$ cat src/rtl/serial_rx_pkg.sv
package serial_rx_pkg;
  localparam int DATA_W  = 8;
  localparam int ENTRY_W = 12;
  localparam int FE_BIT  = 8;
  localparam int PE_BIT  = 9;
  localparam int BE_BIT  = 10;
  localparam int OE_BIT  = 11;

  typedef enum logic [2:0] {
    RX_IDLE, RX_START, RX_DATA, RX_PAR, RX_STOP, RX_BRK, RX_HOLD
  } rx_state_e;

  // expected parity bit for the selected mode
  function automatic logic parity_expect(input logic [DATA_W-1:0] d,
                                         input logic even_sel,
                                         input logic stick_sel);
    if (stick_sel) return ~even_sel;
    return even_sel ? ^d : ~^d;
  endfunction

  // entry without the overrun bit: {break, parity, framing, data}
  function automatic logic [ENTRY_W-2:0] pack_entry(input logic brk,
                                                    input logic par_err,
                                                    input logic frm_err,
                                                    input logic [DATA_W-1:0] d);
    return {brk, par_err, frm_err, d};
  endfunction
endpackage

$ cat src/rtl/rx_line_sync.sv
module rx_line_sync #(
  parameter int STAGES = 2
) (
  input  logic clk,
  input  logic rst,
  input  logic din,
  output logic dout
);
  logic [STAGES-1:0] sr;

  always_ff @(posedge clk) begin
    if (rst) sr <= '1;
    else     sr <= {sr[STAGES-2:0], din};
  end

  assign dout = sr[STAGES-1];
endmodule

$ cat src/rtl/rx_framer.sv
module rx_framer
  import serial_rx_pkg::*;
#(
  parameter int OSR = 16
) (
  input  logic                 clk,
  input  logic                 rst,
  input  logic                 tick,
  input  logic                 rx,
  input  logic                 par_en,
  input  logic                 par_even,
  input  logic                 par_stick,
  output logic                 push_o,
  output logic [ENTRY_W-2:0]   entry_o
);
  localparam int PW = $clog2(OSR);
  localparam int NW = $clog2(DATA_W);
  localparam logic [PW-1:0] PH_LAST = PW'(OSR - 1);
  localparam logic [PW-1:0] PH_MID  = PW'(OSR / 2 - 1);
  localparam logic [NW-1:0] NB_LAST = NW'(DATA_W - 1);

  rx_state_e         state;
  logic [PW-1:0]     ph;
  logic [NW-1:0]     nbit;
  logic [DATA_W-1:0] shreg;
  logic              par_bit;
  logic              low_all;
  logic              pe_now;

  always_comb pe_now = par_en && (par_bit != parity_expect(shreg, par_even, par_stick));

  always_ff @(posedge clk) begin
    if (rst) begin
      state   <= RX_IDLE;
      ph      <= '0;
      nbit    <= '0;
      shreg   <= '0;
      par_bit <= 1'b0;
      low_all <= 1'b0;
      push_o  <= 1'b0;
      entry_o <= '0;
    end else begin
      push_o <= 1'b0;
      if (tick) begin
        unique case (state)
          RX_IDLE: begin
            if (!rx) begin
              state <= RX_START;
              ph    <= '0;
            end
          end
          RX_START: begin
            if (ph == PH_MID) begin
              ph <= '0;
              if (!rx) begin
                state   <= RX_DATA;
                nbit    <= '0;
                low_all <= 1'b1;
                par_bit <= 1'b0;
              end else begin
                state <= RX_IDLE;
              end
            end else begin
              ph <= ph + 1'b1;
            end
          end
          RX_DATA: begin
            if (ph == PH_LAST) begin
              ph    <= '0;
              shreg <= {rx, shreg[DATA_W-1:1]};
              if (rx) low_all <= 1'b0;
              nbit  <= nbit + 1'b1;
              if (nbit == NB_LAST) state <= par_en ? RX_PAR : RX_STOP;
            end else begin
              ph <= ph + 1'b1;
            end
          end
          RX_PAR: begin
            if (ph == PH_LAST) begin
              ph      <= '0;
              par_bit <= rx;
              if (rx) low_all <= 1'b0;
              state   <= RX_STOP;
            end else begin
              ph <= ph + 1'b1;
            end
          end
          RX_STOP: begin
            if (ph == PH_LAST) begin
              ph <= '0;
              if (rx) begin
                push_o  <= 1'b1;
                entry_o <= pack_entry(1'b0, pe_now, 1'b0, shreg);
                state   <= RX_IDLE;
              end else if (!low_all) begin
                push_o  <= 1'b1;
                entry_o <= pack_entry(1'b0, pe_now, 1'b1, shreg);
                state   <= RX_HOLD;
              end else begin
                state <= RX_BRK;
              end
            end else begin
              ph <= ph + 1'b1;
            end
          end
          RX_BRK: begin
            if (rx) begin
              push_o  <= 1'b1;
              entry_o <= pack_entry(1'b0, pe_now, 1'b1, shreg);
              state   <= RX_IDLE;
            end else if (ph == PH_LAST) begin
              push_o  <= 1'b1;
              entry_o <= pack_entry(1'b1, 1'b0, 1'b0, '0);
              state   <= RX_HOLD;
            end else begin
              ph <= ph + 1'b1;
            end
          end
          RX_HOLD: begin
            if (rx) state <= RX_IDLE;
          end
          default: state <= RX_IDLE;
        endcase
      end
    end
  end
endmodule

$ cat src/rtl/rx_tag_store.sv
module rx_tag_store
  import serial_rx_pkg::*;
#(
  parameter int DEPTH = 16
) (
  input  logic               clk,
  input  logic               rst,
  input  logic               push,
  input  logic [ENTRY_W-2:0] din,
  input  logic               fifo_en,
  input  logic               pop,
  output logic [ENTRY_W-1:0] head,
  output logic               avail,
  output logic               full_o
);
  localparam int AW = (DEPTH > 1) ? $clog2(DEPTH) : 1;
  localparam int CW = $clog2(DEPTH + 1);

  logic [ENTRY_W-1:0] mem [DEPTH];
  logic [AW-1:0]      wptr, rptr;
  logic [CW-1:0]      count;
  logic [CW-1:0]      limit;
  logic               ovr_pend;
  logic               do_wr, do_rd;

  function automatic logic [AW-1:0] bump(input logic [AW-1:0] p);
    return (p == AW'(DEPTH - 1)) ? '0 : p + 1'b1;
  endfunction

  assign limit  = fifo_en ? CW'(DEPTH) : CW'(1);
  assign full_o = (count >= limit);
  assign do_wr  = push && !full_o;
  assign do_rd  = pop && (count != '0);

  always_ff @(posedge clk) begin
    if (do_wr) mem[wptr] <= {ovr_pend, din};
  end

  always_ff @(posedge clk) begin
    if (rst) begin
      wptr     <= '0;
      rptr     <= '0;
      count    <= '0;
      ovr_pend <= 1'b0;
    end else begin
      if (do_wr) wptr <= bump(wptr);
      if (do_rd) rptr <= bump(rptr);
      if (do_wr && !do_rd)      count <= count + 1'b1;
      else if (!do_wr && do_rd) count <= count - 1'b1;
      if (push && full_o) ovr_pend <= 1'b1;
      else if (do_wr)     ovr_pend <= 1'b0;
    end
  end

  assign head  = {mem[rptr][OE_BIT] | ovr_pend, mem[rptr][ENTRY_W-2:0]};
  assign avail = (count != '0);
endmodule

$ cat src/rtl/serial_rx_tagq.sv
module serial_rx_tagq
  import serial_rx_pkg::*;
#(
  parameter int DEPTH       = 16,
  parameter int OSR         = 16,
  parameter int SYNC_STAGES = 2
) (
  input  logic               clk,
  input  logic               rst,
  input  logic               baud_tick16,
  input  logic               rxd,
  input  logic               fifo_en,
  input  logic               parity_en,
  input  logic               parity_even,
  input  logic               parity_stick,
  input  logic               rd_en,
  output logic [ENTRY_W-1:0] rd_data,
  output logic               rx_avail,
  output logic [3:0]         head_flags
);
  logic               rx_s;
  logic               frm_push;
  logic [ENTRY_W-2:0] frm_entry;
  logic               q_full;

  rx_line_sync #(.STAGES(SYNC_STAGES)) sync_i (
    .clk (clk),
    .rst (rst),
    .din (rxd),
    .dout(rx_s)
  );

  rx_framer #(.OSR(OSR)) framer_i (
    .clk      (clk),
    .rst      (rst),
    .tick     (baud_tick16),
    .rx       (rx_s),
    .par_en   (parity_en),
    .par_even (parity_even),
    .par_stick(parity_stick),
    .push_o   (frm_push),
    .entry_o  (frm_entry)
  );

  rx_tag_store #(.DEPTH(DEPTH)) store_i (
    .clk    (clk),
    .rst    (rst),
    .push   (frm_push),
    .din    (frm_entry),
    .fifo_en(fifo_en),
    .pop    (rd_en),
    .head   (rd_data),
    .avail  (rx_avail),
    .full_o (q_full)
  );

  assign head_flags = rd_data[OE_BIT:FE_BIT];
endmodule

$ cat config.mk
export PLATFORM = sky130hd
export DESIGN_NAME = serial_rx_tagq
export DESIGN_NICKNAME = d
export VERILOG_FILES = /design/src/rtl/serial_rx_pkg.sv /design/src/rtl/rx_line_sync.sv /design/src/rtl/rx_framer.sv /design/src/rtl/rx_tag_store.sv /design/src/rtl/serial_rx_tagq.sv
export SDC_FILE = /design/constraint.sdc
export NUM_CORES = 1
export LEC_CHECK = 0
export BUFFER_PORTS_ARGS = -buffer_cell sky130_fd_sc_hd__buf_4
export CORE_ASPECT_RATIO = 2
export CORE_UTILIZATION = 60
export CTS_BUF_LIST = sky130_fd_sc_hd__clkbuf_8
export CTS_CLUSTER_SIZE = 14
export DETAILED_ROUTE_END_ITERATION = 7
export PLACE_DENSITY = 0.85
export SLEW_MARGIN = 20
export SYNTH_ARGS = -nofsm -noshare
export SYNTH_HDL_FRONTEND = slang
export SYNTH_SLANG_ARGS = --single-unit
$ cat constraint.sdc
create_clock -name clk -period 6.22 [get_ports clk]
set_clock_uncertainty 0.2 [all_clocks]
set_input_delay 0 -clock clk [delete_from_list [all_inputs] [get_ports clk]]
set_output_delay 0 -clock clk [all_outputs]
set_load 0.02 [all_outputs]
Yosys cells after proc, flatten, opt, wreduce, memory -nomap -nowiden
Memory sizes are Yosys's and may differ from the RTL's. A register that Yosys moved wholly into a read port is not among the register bits.
Cells that the tools add are included.
{"block": "op_classes", "add_sub_neg": 6, "order_cmp": 1, "n_eq_ne": 26, "muxes": 60, "n_bitwise": 3, "n_reduce_logical": 30}
{"cell": "$mux 11", "count": 5}
{"cell": "$mux 3", "count": 14}
{"cell": "$mux 4", "count": 9}
{"cell": "$pmux 11 s2", "count": 1}
{"cell": "$pmux 3 s7", "count": 1}
{"cell": "$mux 1", "count": 20}
{"cell": "$reduce_and 5->1", "count": 4}
{"cell": "$pmux 4 s4", "count": 1}
{"cell": "$mux 5", "count": 3}
{"cell": "$ne 2x1->1 const B", "count": 7}
{"cell": "$add 4x1->4 const B", "count": 3}
{"cell": "$eq 3x3->1 const B", "count": 4}
{"cell": "$eq 4x4->1 const B", "count": 3}
{"cell": "$reduce_bool 2->1", "count": 6}
{"cell": "$ne 2x2->1 const B", "count": 5}
{"cell": "$reduce_and 9->1", "count": 1}
{"cell": "$reduce_xnor 8->1", "count": 1}
{"cell": "$reduce_xor 8->1", "count": 1}
{"cell": "$eq 3x2->1 const B", "count": 2}
{"cell": "$logic_and 1x1->1", "count": 6}
{"cell": "$pmux 1 s2", "count": 3}
{"cell": "$pmux 3 s2", "count": 1}
{"cell": "$reduce_and 6->1", "count": 1}
{"cell": "$add 5x1->5 const B", "count": 1}
{"cell": "18 further kinds", "count": 23}
{"block": "word_totals", "ff_bits": 48, "ram_bits": 192, "input_bits": 9, "out_inout_bits": 17, "wordCells": 140, "n_memories": 1}
{"name": "store_i.mem", "depth": 16, "width": 12, "rd": 1, "rd_clocked_by_memory_dff": 1, "write_ports": 1, "line": "rx_tag_store.sv:19", "source": "logic [ENTRY_W-1:0] mem [DEPTH];"}

Logic depth before layout (Yosys ltp)
Gate-level depths: netlist of run 1.
{"block": "logic_depth", "word_depth": 9, "mapped_depth": 14, "mapped_depth_nobuf": 13}

By module
Synthesis of run 1 repeated with hierarchy kept, for this count alone.
{"block": "hier_totals", "hier_cells": 642, "hier_area_um2": 10152.2}
{"module": "rx_tag_store", "n_inst": 1, "cells_each": 423, "area_each_um2": 8272.9, "seq_area_each_um2": 6125.9}
{"module": "rx_framer", "n_inst": 1, "cells_each": 211, "area_each_um2": 1796.7, "seq_area_each_um2": 640.6}
{"module": "rx_line_sync", "n_inst": 1, "cells_each": 4, "area_each_um2": 52.6, "seq_area_each_um2": 40.0}
{"module": "serial_rx_tagq", "n_inst": 1, "cells_each": 4, "area_each_um2": 30.0, "seq_area_each_um2": 0.0}

Worst setup path after synthesis of run 1
No wires, ideal clock.
{"block": "synth_path", "path_kind": "register to register", "from": "register store_i.count[1]", "to": "register store_i.count[4]", "setup_time_ps": 70, "arrival_time_ps": 2903, "required_time_ps": 5950, "slack_ps": 3046, "path_stages_with_launch": 12, "n_path_buf": 0, "period_less_slack_ps": 3174, "cell_sequence": "dfxtp_1 > or3_1 > or3_1 > nand2_1 > ha_1 > inv_1 > fa_1 > a21o_1 > a21oi_1 > xnor2_1 > or3_1 > a21oi_1"}
{"block": "synth_between", "word_cells_on_any_way": 14, "cone_classes": "add/sub (2); order compare (1); mux (2); reduce/logical (9)"}
{"element": "from (decl)", "line": "rx_tag_store.sv:21", "source": "logic [CW-1:0] count;"}
{"element": "from (signal assigned)", "line": "rx_tag_store.sv:48", "source": "if (do_wr && !do_rd) count <= count + 1'b1;"}
{"element": "from (signal assigned)", "line": "rx_tag_store.sv:49", "source": "else if (!do_wr && do_rd) count <= count - 1'b1;"}
{"element": "$reduce_bool 5->1 (*)"}
{"element": "named net rx_avail", "line": "serial_rx_tagq.sv:18", "source": "output logic rx_avail,"}
{"element": "$logic_and 1x1->1 (*)", "line": "rx_tag_store.sv:33", "source": "assign do_rd = pop && (count != '0);"}
{"element": "$logic_not 1->1", "line": "rx_tag_store.sv:48"}
{"element": "$logic_and 1x1->1", "line": "rx_tag_store.sv:48"}
{"element": "$mux 5 or $reduce_bool 2->1 (tied branches)"}
Mark *: on every way through the listed nets, which the timed path passes. The rest lies on a longest branch. The select of a mux whose other input is x is not followed.
A chain may end at the register's enable or synchronous reset.

Worst setup path in the final report of run 1
{"block": "layout_path", "from": "register framer_i.state[1]", "to": "register framer_i.entry_o[9]"}
{"block": "layout_between", "elab_chain_cells": 3, "word_cells_on_any_way": 8, "cone_classes": "eq/ne (5); mux (1); reduce/logical (2)"}
{"element": "from (decl)", "line": "rx_framer.sv:22", "source": "rx_state_e state;"}
{"element": "from (signal assigned)", "line": "rx_framer.sv:73", "source": "if (nbit == NB_LAST) state <= par_en ? RX_PAR : RX_STOP;"}
{"element": "$eq 3x3->1", "line": "rx_framer.sv:45", "source": "unique case (state)"}
{"element": "$ne 3x3->1 (no line), or another cell as far along"}
{"element": "$reduce_and 5->1 (no line)"}
{"element": "to (signal assigned)", "line": "rx_framer.sv:93", "source": "entry_o <= pack_entry(1'b0, pe_now, 1'b0, shreg);"}
{"element": "to (signal assigned)", "line": "rx_framer.sv:97", "source": "entry_o <= pack_entry(1'b0, pe_now, 1'b1, shreg);"}
{"element": "to (signal assigned)", "line": "rx_framer.sv:109", "source": "entry_o <= pack_entry(1'b0, pe_now, 1'b1, shreg);"}
{"element": "to (decl)", "line": "rx_framer.sv:14", "source": "output logic [ENTRY_W-2:0] entry_o"}
Parallel ways exist; a longest one is shown, timed or not.

==> flow_metrics.env, run 1 <==
export IMPL_synth_cell_types=54
export IMPL_clockBufferDepth=3
export IMPL_peakVddDrop_v=0.0002083
export IMPL_outcome="finished clean"
export IMPL_grt_overflow=0
export IMPL_cts_clk_slew_worst_paths_ns=0.07
export IMPL_grt_max_degree=49
export IMPL_fmax_mhz=248.7
export IMPL_slew_headroom_pct=24.20
export IMPL_crit_type="register to register"
export IMPL_powerDensity_mw_per_mm2=325.9
export IMPL_finalNonFillerCells=872
export IMPL_layout_drive_gt1_share_pct=22.31
export IMPL_holdWs_ns=0.1470
export IMPL_synth_top_family_by_area="multiplexers"
export IMPL_gp_congestion=0.8509
export IMPL_route_detailed_drc=0
export IMPL_required_ns=6.53
export IMPL_wl_per_cell_microns=22.77
export IMPL_critPathBufInv=2
export IMPL_grt_pass1_wl_microns=31420
export IMPL_crit_fanout=19
export IMPL_yosysWarnings=0
export IMPL_initial_core_util_pct=61.54
export IMPL_die_y_microns=184.7
export IMPL_clock_latency_ns=0.58
export IMPL_highest_layer="met4"
export IMPL_io_buffers=25
export IMPL_synth_fa_ha_area_share_pct=2.199
export IMPL_path_common_cell="dlygate4sd3_1"
export IMPL_period_minus_slack_ns=4.021
export IMPL_route_met3_wl_microns=828
export IMPL_ant_nets=0
export IMPL_worst_pin_slew_ns=1.132
export IMPL_synth_commonest_cells="edfxtp_1, dfxtp_1, mux4_2"
export IMPL_grtUsageTotal_pct=24.62
export IMPL_leakagePower_nw=3.761
export IMPL_hpwlAfterDp_microns=13210
export IMPL_endpoint="framer_i.entry_o[9]"
export IMPL_ys_ff_latch=244
export IMPL_cp_top_family="buffers and inverters"
export IMPL_synth_simple_area_share_pct=6.511
export IMPL_cts_tree="built"
export IMPL_placedCellCount=801
export IMPL_yosys_top_cells_area="edfxtp_1, mux4_2, dfxtp_1"
export IMPL_r2r_slack_ns=2.20
export IMPL_dieWidth_microns=93.34
export IMPL_syn_to_final_growth_pct=11.66
export IMPL_route_vias_total=5488
export IMPL_critPathArrivalTime_ns=4.33
export IMPL_synth_mux_area_share_pct=15.00
export IMPL_synth_top_area_share_pct=57.59
export IMPL_met1_length_microns=6875
export IMPL_startpoint="framer_i.state[1]"
export IMPL_grt_setup_unrepaired="no"
export IMPL_nets=669
export IMPL_n_antenna_cell=0
export IMPL_die_area_sq_mm=0.01724
export IMPL_cpMaxStageDelayCell="dfxtp_1"
export IMPL_wl_met2_microns=11520
export IMPL_drv_cap=0
export IMPL_netlist_area_sq_mm=0.01001
export IMPL_crit_chain="nand2b_1 > nor2_1 > ha_1 > a21o_1 > a21oi_1 > nand4_1 > dlygate4sd3_1 > a31oi_1 > dlygate4sd3_1"
export IMPL_cp_end_kind="register"
export IMPL_report_final_slew_viol_count=0
export IMPL_cts_buffers=31
export IMPL_hp_class="input pin to register"
export IMPL_avgSynthCellArea_sq_um=16.60
export IMPL_post_route_period_util_pct=64.65
export IMPL_cts_setup_buffers=0
export IMPL_setup_tns_ns=0
export IMPL_reg2reg_depth=9
export IMPL_rows=66
export IMPL_synth_edf_count=192
export IMPL_yosysMostFrequentCell="edfxtp_1"
export IMPL_drtIter0Drc=387
export IMPL_htreeDepth=1
export IMPL_cp_depth=9
export IMPL_synth_compound_area_share_pct=4.549
export IMPL_cts_sinks=244
export IMPL_timing_rr_end="framer_i.entry_o[9]"
export IMPL_ios=26
export IMPL_postSynth_asyncResetShare_pct=0
export IMPL_core_area_sq_mm=0.01627
export IMPL_cp_start_kind="register"
export IMPL_critPathMaxStageDelay_ns=0.74
export IMPL_timing_rr_start="framer_i.state[1]"
export IMPL_synthFlopType="edfxtp_1"
export IMPL_syn_nets=629
export IMPL_vias_per_cell=6.294
export IMPL_setup_viol=0
export IMPL_synth_top_area_cell="edfxtp_1"
export IMPL_synth_cells=603
export IMPL_grt_pass1_vias=5804
export IMPL_finalWirelength_microns=19860
export IMPL_synth_xor_area_share_pct=1.312
export IMPL_ys_seq_area_share_pct=67.98
export IMPL_cts_resized=0
export IMPL_first_pass_iters=6
export IMPL_cts_root_buf="clkbuf_8"
export IMPL_grt_antenna_before_repair=0
export IMPL_hold_viol_final=0
-- layout by cell type (no fill, tap or decap), types with 6 or more instances in the layout --
cell           synthesis  layout
nand2_1               33      33
clkbuf_8               0      34
mux4_2                52      52
clkinv_2               0       6
nor2_2                 0       7
mux4_1                 8       8
inv_1                 11      18
or3_1                  6       6
mux2i_1               12      12
edfxtp_1             192     192
ha_1                  16      16
a21oi_1               35      35
xnor2_1               11      11
dfxtp_1               52      50
nand3_1               20      20
nor2_1                39      32
buf_4                  7      30
dlygate4sd3_1          0      13
o21ai_0                8       8
-- how the worst min path moves through the flow --
stage                            from              end  slack [ns]  depth (start not counted)
after floorplan                   rxd     sync_i.sr[0]        -0.1                          1
after global placement            rxd     sync_i.sr[0]       -0.01                          2
after detailed placement          rxd     sync_i.sr[0]      -0.003                          2
after CTS                 baud_tick16  framer_i.push_o        0.12                          4
after global routing      baud_tick16  framer_i.push_o        0.17                          4
final                     baud_tick16  framer_i.push_o        0.15                          4
-- tightest hold or removal path, stage by stage --
cell and delay, ns:
dlygate4sd3_1 0.53, buf_4 0.16, nand2_1 0.10, a2111oi_0 0.08
-- metrics by stage --
stage	setup WS [ns]	area, sq um	power (mW)	util [%]
3_3_place_gp	2.807	10330	2.395	63.51
4_1_cts	2.325	11140	3.664	68.50
6_report	2.199	11180	3.644	68.72
3_5_place_dp	2.635	10330	2.423	63.51
5_1_grt	1.870	11180	3.769	68.72
2_1_floorplan	3.046	10010	2.282	-
-- where the power goes --
group / internal [mW] / switching (mW)
Sequential: 1.76 / 0.0333
Clock: 0.673 / 0.575
Combinational: 0.297 / 0.308
-- cell families after synthesis --
group | after synthesis
AOI/OAI and AO/OA | 73
xor gates and xnor gates | 15
adders and majority gates | 17
buffers and inverters | 47
DFF | 244
muxes | 72
and+or+nand+nor | 135
-- flip-flops by register name, summed over array words and instances (netlist names), named ones only --
signal and flops:
framer_i.entry_o 11, store_i.mem 192, framer_i.nbit 3, framer_i.state 3, sync_i.sr 2, store_i.wptr 4
framer_i.low_all 1, framer_i.push_o 1, store_i.ovr_pend 1, store_i.rptr 4, store_i.count 5, framer_i.par_bit 1
framer_i.shreg 8, framer_i.ph 4
-- repair_timing --
item	in CTS	in global routing
hold buffers	13	0
hold endpoints to repair	52	0
endpoints found under the setup margin	0	0
-- cell type report --
class	instances	area, sq um
Clock buffer	34	467.9
Clock inverter	24	214.0
Fill cell	986	5089
Inverter	11	41.29
Multi-Input combinational cell	312	3037
Sequential cell	244	6809
Tap cell	204	255.2
Timing Repair Buffer	43	355.3
-- layer usage --
layer	GRT usage [%]	up-vias
li1	-	2443
met1	27.13	2793
met2	46.76	199
met3	3.300	53
met4	9.785	0
met5	0	-
Power figures use the tool's default switching activity.
==> inputs of run 2 (changes only) <==
--- a/config.mk
+++ b/config.mk
@@ -5,6 +5,7 @@
 export SDC_FILE = /design/constraint.sdc
 export NUM_CORES = 1
 export LEC_CHECK = 0
+export ABC_AREA = 1
 export BUFFER_PORTS_ARGS = -buffer_cell sky130_fd_sc_hd__buf_4
 export CORE_ASPECT_RATIO = 2
 export CORE_UTILIZATION = 60
==> constraint.sdc (replaced) <==
create_clock -name clk -period 3.91 [get_ports clk]
set_clock_uncertainty 0.2 [all_clocks]
set_input_delay 0 -clock clk [delete_from_list [all_inputs] [get_ports clk]]
set_output_delay 0 -clock clk [all_outputs]
set_load 0.02 [all_outputs]
==> run 2 against run 1 <==
Sequential share of layout area fell by 1.6 points. Largest power group unchanged. Die area up 4.1%. Critical endpoint is now store_i.count[4]. Synthesized cell count increased by 49%.
==> flow_metrics.env, run 2 <==
export IMPL_report_final_slew_viol_count=0
export IMPL_synthFlopType="edfxtp_1"
export IMPL_top_register="store_i.mem"
export IMPL_cts_sinks=244
export IMPL_synth_simple_area_share_pct=8.891
export IMPL_synth_xor_area_share_pct=0.5040
export IMPL_register_area_sq_mm=0.006812
export IMPL_synth_edf_count=192
export IMPL_nFillCells=1122
export IMPL_cts_setup_buffers=0
export IMPL_core_area_sq_mm=0.01685
export IMPL_layout_common_cells="edfxtp_1, inv_1, nand2_1"
export IMPL_synth_cells=901
export IMPL_layout_drive_gt1_share_pct=10.75
export IMPL_layout_commonest_cell="edfxtp_1"
export IMPL_synth_commonest_cells="edfxtp_1, inv_1, nand2_1"
export IMPL_min_delay_start="rst"
export IMPL_setup_viol=0
export IMPL_synth_cell_types=43
export IMPL_crit_type="register to register"
export IMPL_largest_reg_flops=192
export IMPL_timing_rr_end="store_i.count[4]"
export IMPL_post_route_period_util_pct=84.90
export IMPL_cts_root_buf="clkbuf_8"
export IMPL_clock_latency_ns=0.55
export IMPL_grt_setup_unrepaired="no"
export IMPL_powerDensity_mw_per_mm2=531.6
export IMPL_cts_tree="built"
export IMPL_dpl_cell_area_sq_mm=0.01082
export IMPL_ys_ff_latch=244
export IMPL_netlist_area_sq_mm=0.01043
export IMPL_slew_headroom_pct=44.66
export IMPL_postSynth_asyncResetShare_pct=0
export IMPL_synth_fa_ha_area_share_pct=2.112
export IMPL_nets=971
export IMPL_yosysMostFrequentCell="edfxtp_1"
export IMPL_hold_end="framer_i.nbit[1]"
export IMPL_grt_pass1_wl_microns=32840
export IMPL_vias_per_cell=5.817
export IMPL_final_area_sq_mm=0.01149
export IMPL_cp_start_kind="register"
export IMPL_required_ns=4.16
export IMPL_multiInputGateArea_sq_mm=0.003009
export IMPL_n_antenna_cell=0
export IMPL_grt_overflow=0
export IMPL_ys_seq_area_share_pct=65.27
export IMPL_synth_mux_area_share_pct=4.608
export IMPL_fin_util_pct=68.17
export IMPL_r2r_slack_ns=0.59
export IMPL_synth_top_area_cell="edfxtp_1"
export IMPL_grt_pass1_vias=6745
export IMPL_cts_clk_slew_worst_paths_ns=0.07
export IMPL_hp_class="input pin to register"
export IMPL_dieWidth_microns=95.22
export IMPL_synth_top_area_share_pct=55.29
export IMPL_gp_congestion=0.8493
export IMPL_syn_nets=927
export IMPL_timing_rr_start="store_i.count[0]"
export IMPL_clockBufferDepth=3
export IMPL_hpwlAfterDp_microns=13530
export IMPL_min_path_cells=3
export IMPL_syn_to_final_growth_pct=10.16
export IMPL_grtUsageTotal_pct=24.37
export IMPL_peakVddDrop_v=0.0004328
export IMPL_finalWirelength_microns=20750
export IMPL_holdWs_ns=0.1706
export IMPL_htreeDepth=1
export IMPL_synth_compound_area_share_pct=12.74
export IMPL_period_minus_slack_ns=3.320
export IMPL_cp_end_kind="register"
export IMPL_drv_cap=0
export IMPL_route_detailed_drc=0
export IMPL_crit_fanout=8
export IMPL_ant_nets=0
export IMPL_avgSynthCellArea_sq_um=11.57
export IMPL_grt_antenna_before_repair=0
export IMPL_grt_max_degree=62
export IMPL_critPathArrivalTime_ns=3.57
export IMPL_drtIter0Drc=531
export IMPL_wl_per_cell_microns=17.67
export IMPL_io_buffers=25
export IMPL_ios=26
export IMPL_cts_buffers=28
export IMPL_top_regs="store_i.mem (192), framer_i.entry_o (11), framer_i.shreg (8)"
export IMPL_hold_viol_final=0
export IMPL_die_y_microns=188.4
export IMPL_synth_top_family_by_area="compound AO/OA/AOI/OAI gates"
export IMPL_leakagePower_nw=4.160
export IMPL_die_area_sq_mm=0.01794
export IMPL_worst_pin_slew_ns=0.8292
export IMPL_reg2reg_depth=16
export IMPL_first_pass_iters=5
export IMPL_rows=67
export IMPL_outcome="finished clean"
export IMPL_yosys_top_cells_area="edfxtp_1, dfxtp_1, mux2i_1"
export IMPL_initial_core_util_pct=61.88
export IMPL_yosysWarnings=0
export IMPL_route_vias_total=6829
export IMPL_setup_tns_ns=0
export IMPL_fmax_mhz=301.2
[run 2: cell count changes in the layout (fill, tap and decap cells not counted), moves of 11 or more]
cell      previous run  this run
buf_4               30        45
mux2i_1             12        48
o21ai_0              8        91
nand3_1             20        31
inv_1               18       108
o211ai_1             0        49
nand2_1             33        94
a21oi_1             35        86
mux4_2              52         0
nor2_1              32        56
[run 2: layout make-up]
type                       instances  share of cell area (%)
inverter                         101                   3.355
clock buffer                      33                   3.954
timing repair buffer              58                   4.161
clock inverter                    19                  0.7842
sequential                       244                   59.30
tap                              207                   2.255
multi-input combinational        512                   26.20
[run 2: logic make-up after synthesis]
group                    Yosys count
buffers and inverters            145
flip-flops                       244
AND/OR/NAND/NOR                  205
AO/OA/AOI/OAI                    236
multiplexers                      48
XOR/XNOR                           6
adder cells (fa/ha/maj)           17
[run 2: metal layers]
layer,vias up,share of wire (%),global-route usage (%)
met5,-,0,0
li1,3284,-,-
met1,3222,34,24.91
met3,81,4.7,2.704
met2,242,56,45.33
met4,0,5.7,14.86
[run 2: critical path, stage by stage, from the launching register on]
cell and delay, ns:
dfxtp_1 0.40, inv_1 0.10, ha_1 0.27, nand3b_1 0.14, o21ai_0 0.14, nand3b_1 0.19
clkinv_1 0.19, ha_1 0.22, inv_1 0.11, fa_1 0.48, a21o_1 0.20, a21oi_1 0.17
nor2_1 0.06, nor2_1 0.08, nand2_1 0.06, o21ai_0 0.14, a21oi_1 0.05
[run 2: worst max-delay path by stage]
stage | from | end | slack, ns | cells past startpoint
6_report | store_i.count[0] | store_i.count[4] | 0.59 | 16
5_1_grt | store_i.count[0] | store_i.count[4] | 0.19 | 16
4_1_cts | store_i.count[0] | store_i.count[4] | 0.59 | 16
3_5_place_dp | store_i.count[0] | store_i.count[4] | 0.59 | 16
3_3_place_gp | store_i.count[0] | store_i.count[4] | 0.65 | 16
2_1_floorplan | store_i.count[0] | store_i.count[4] | 0.88 | 16
[run 2: metrics by stage]
step | cells | setup slack (ns) | total power [mW]
floorplan | 901 | 0.8825 | 4.130
global placement | 1110 | 0.6467 | 4.516
detailed placement | 1110 | 0.5917 | 4.560
CTS | 1174 | 0.5868 | 6.141
global route | 1174 | 0.1940 | 6.408
finish | 1174 | 0.5905 | 6.107
[run 2: where the power goes]
group / internal, mW / total [mW] / switching, mW
combinational: 0.639 / 1.58 / 0.937
clock: 0.774 / 1.60 / 0.823
sequential: 2.81 / 2.93 / 0.121
total: 4.22 / 6.11 / 1.88
[run 2: repair_timing]
item                                   in CTS  in global routing
endpoints found under the hold margin      47                  0
setup endpoints to repair                   0                  0
gates resized for setup                     0                  0
hold buffers                               12                  0
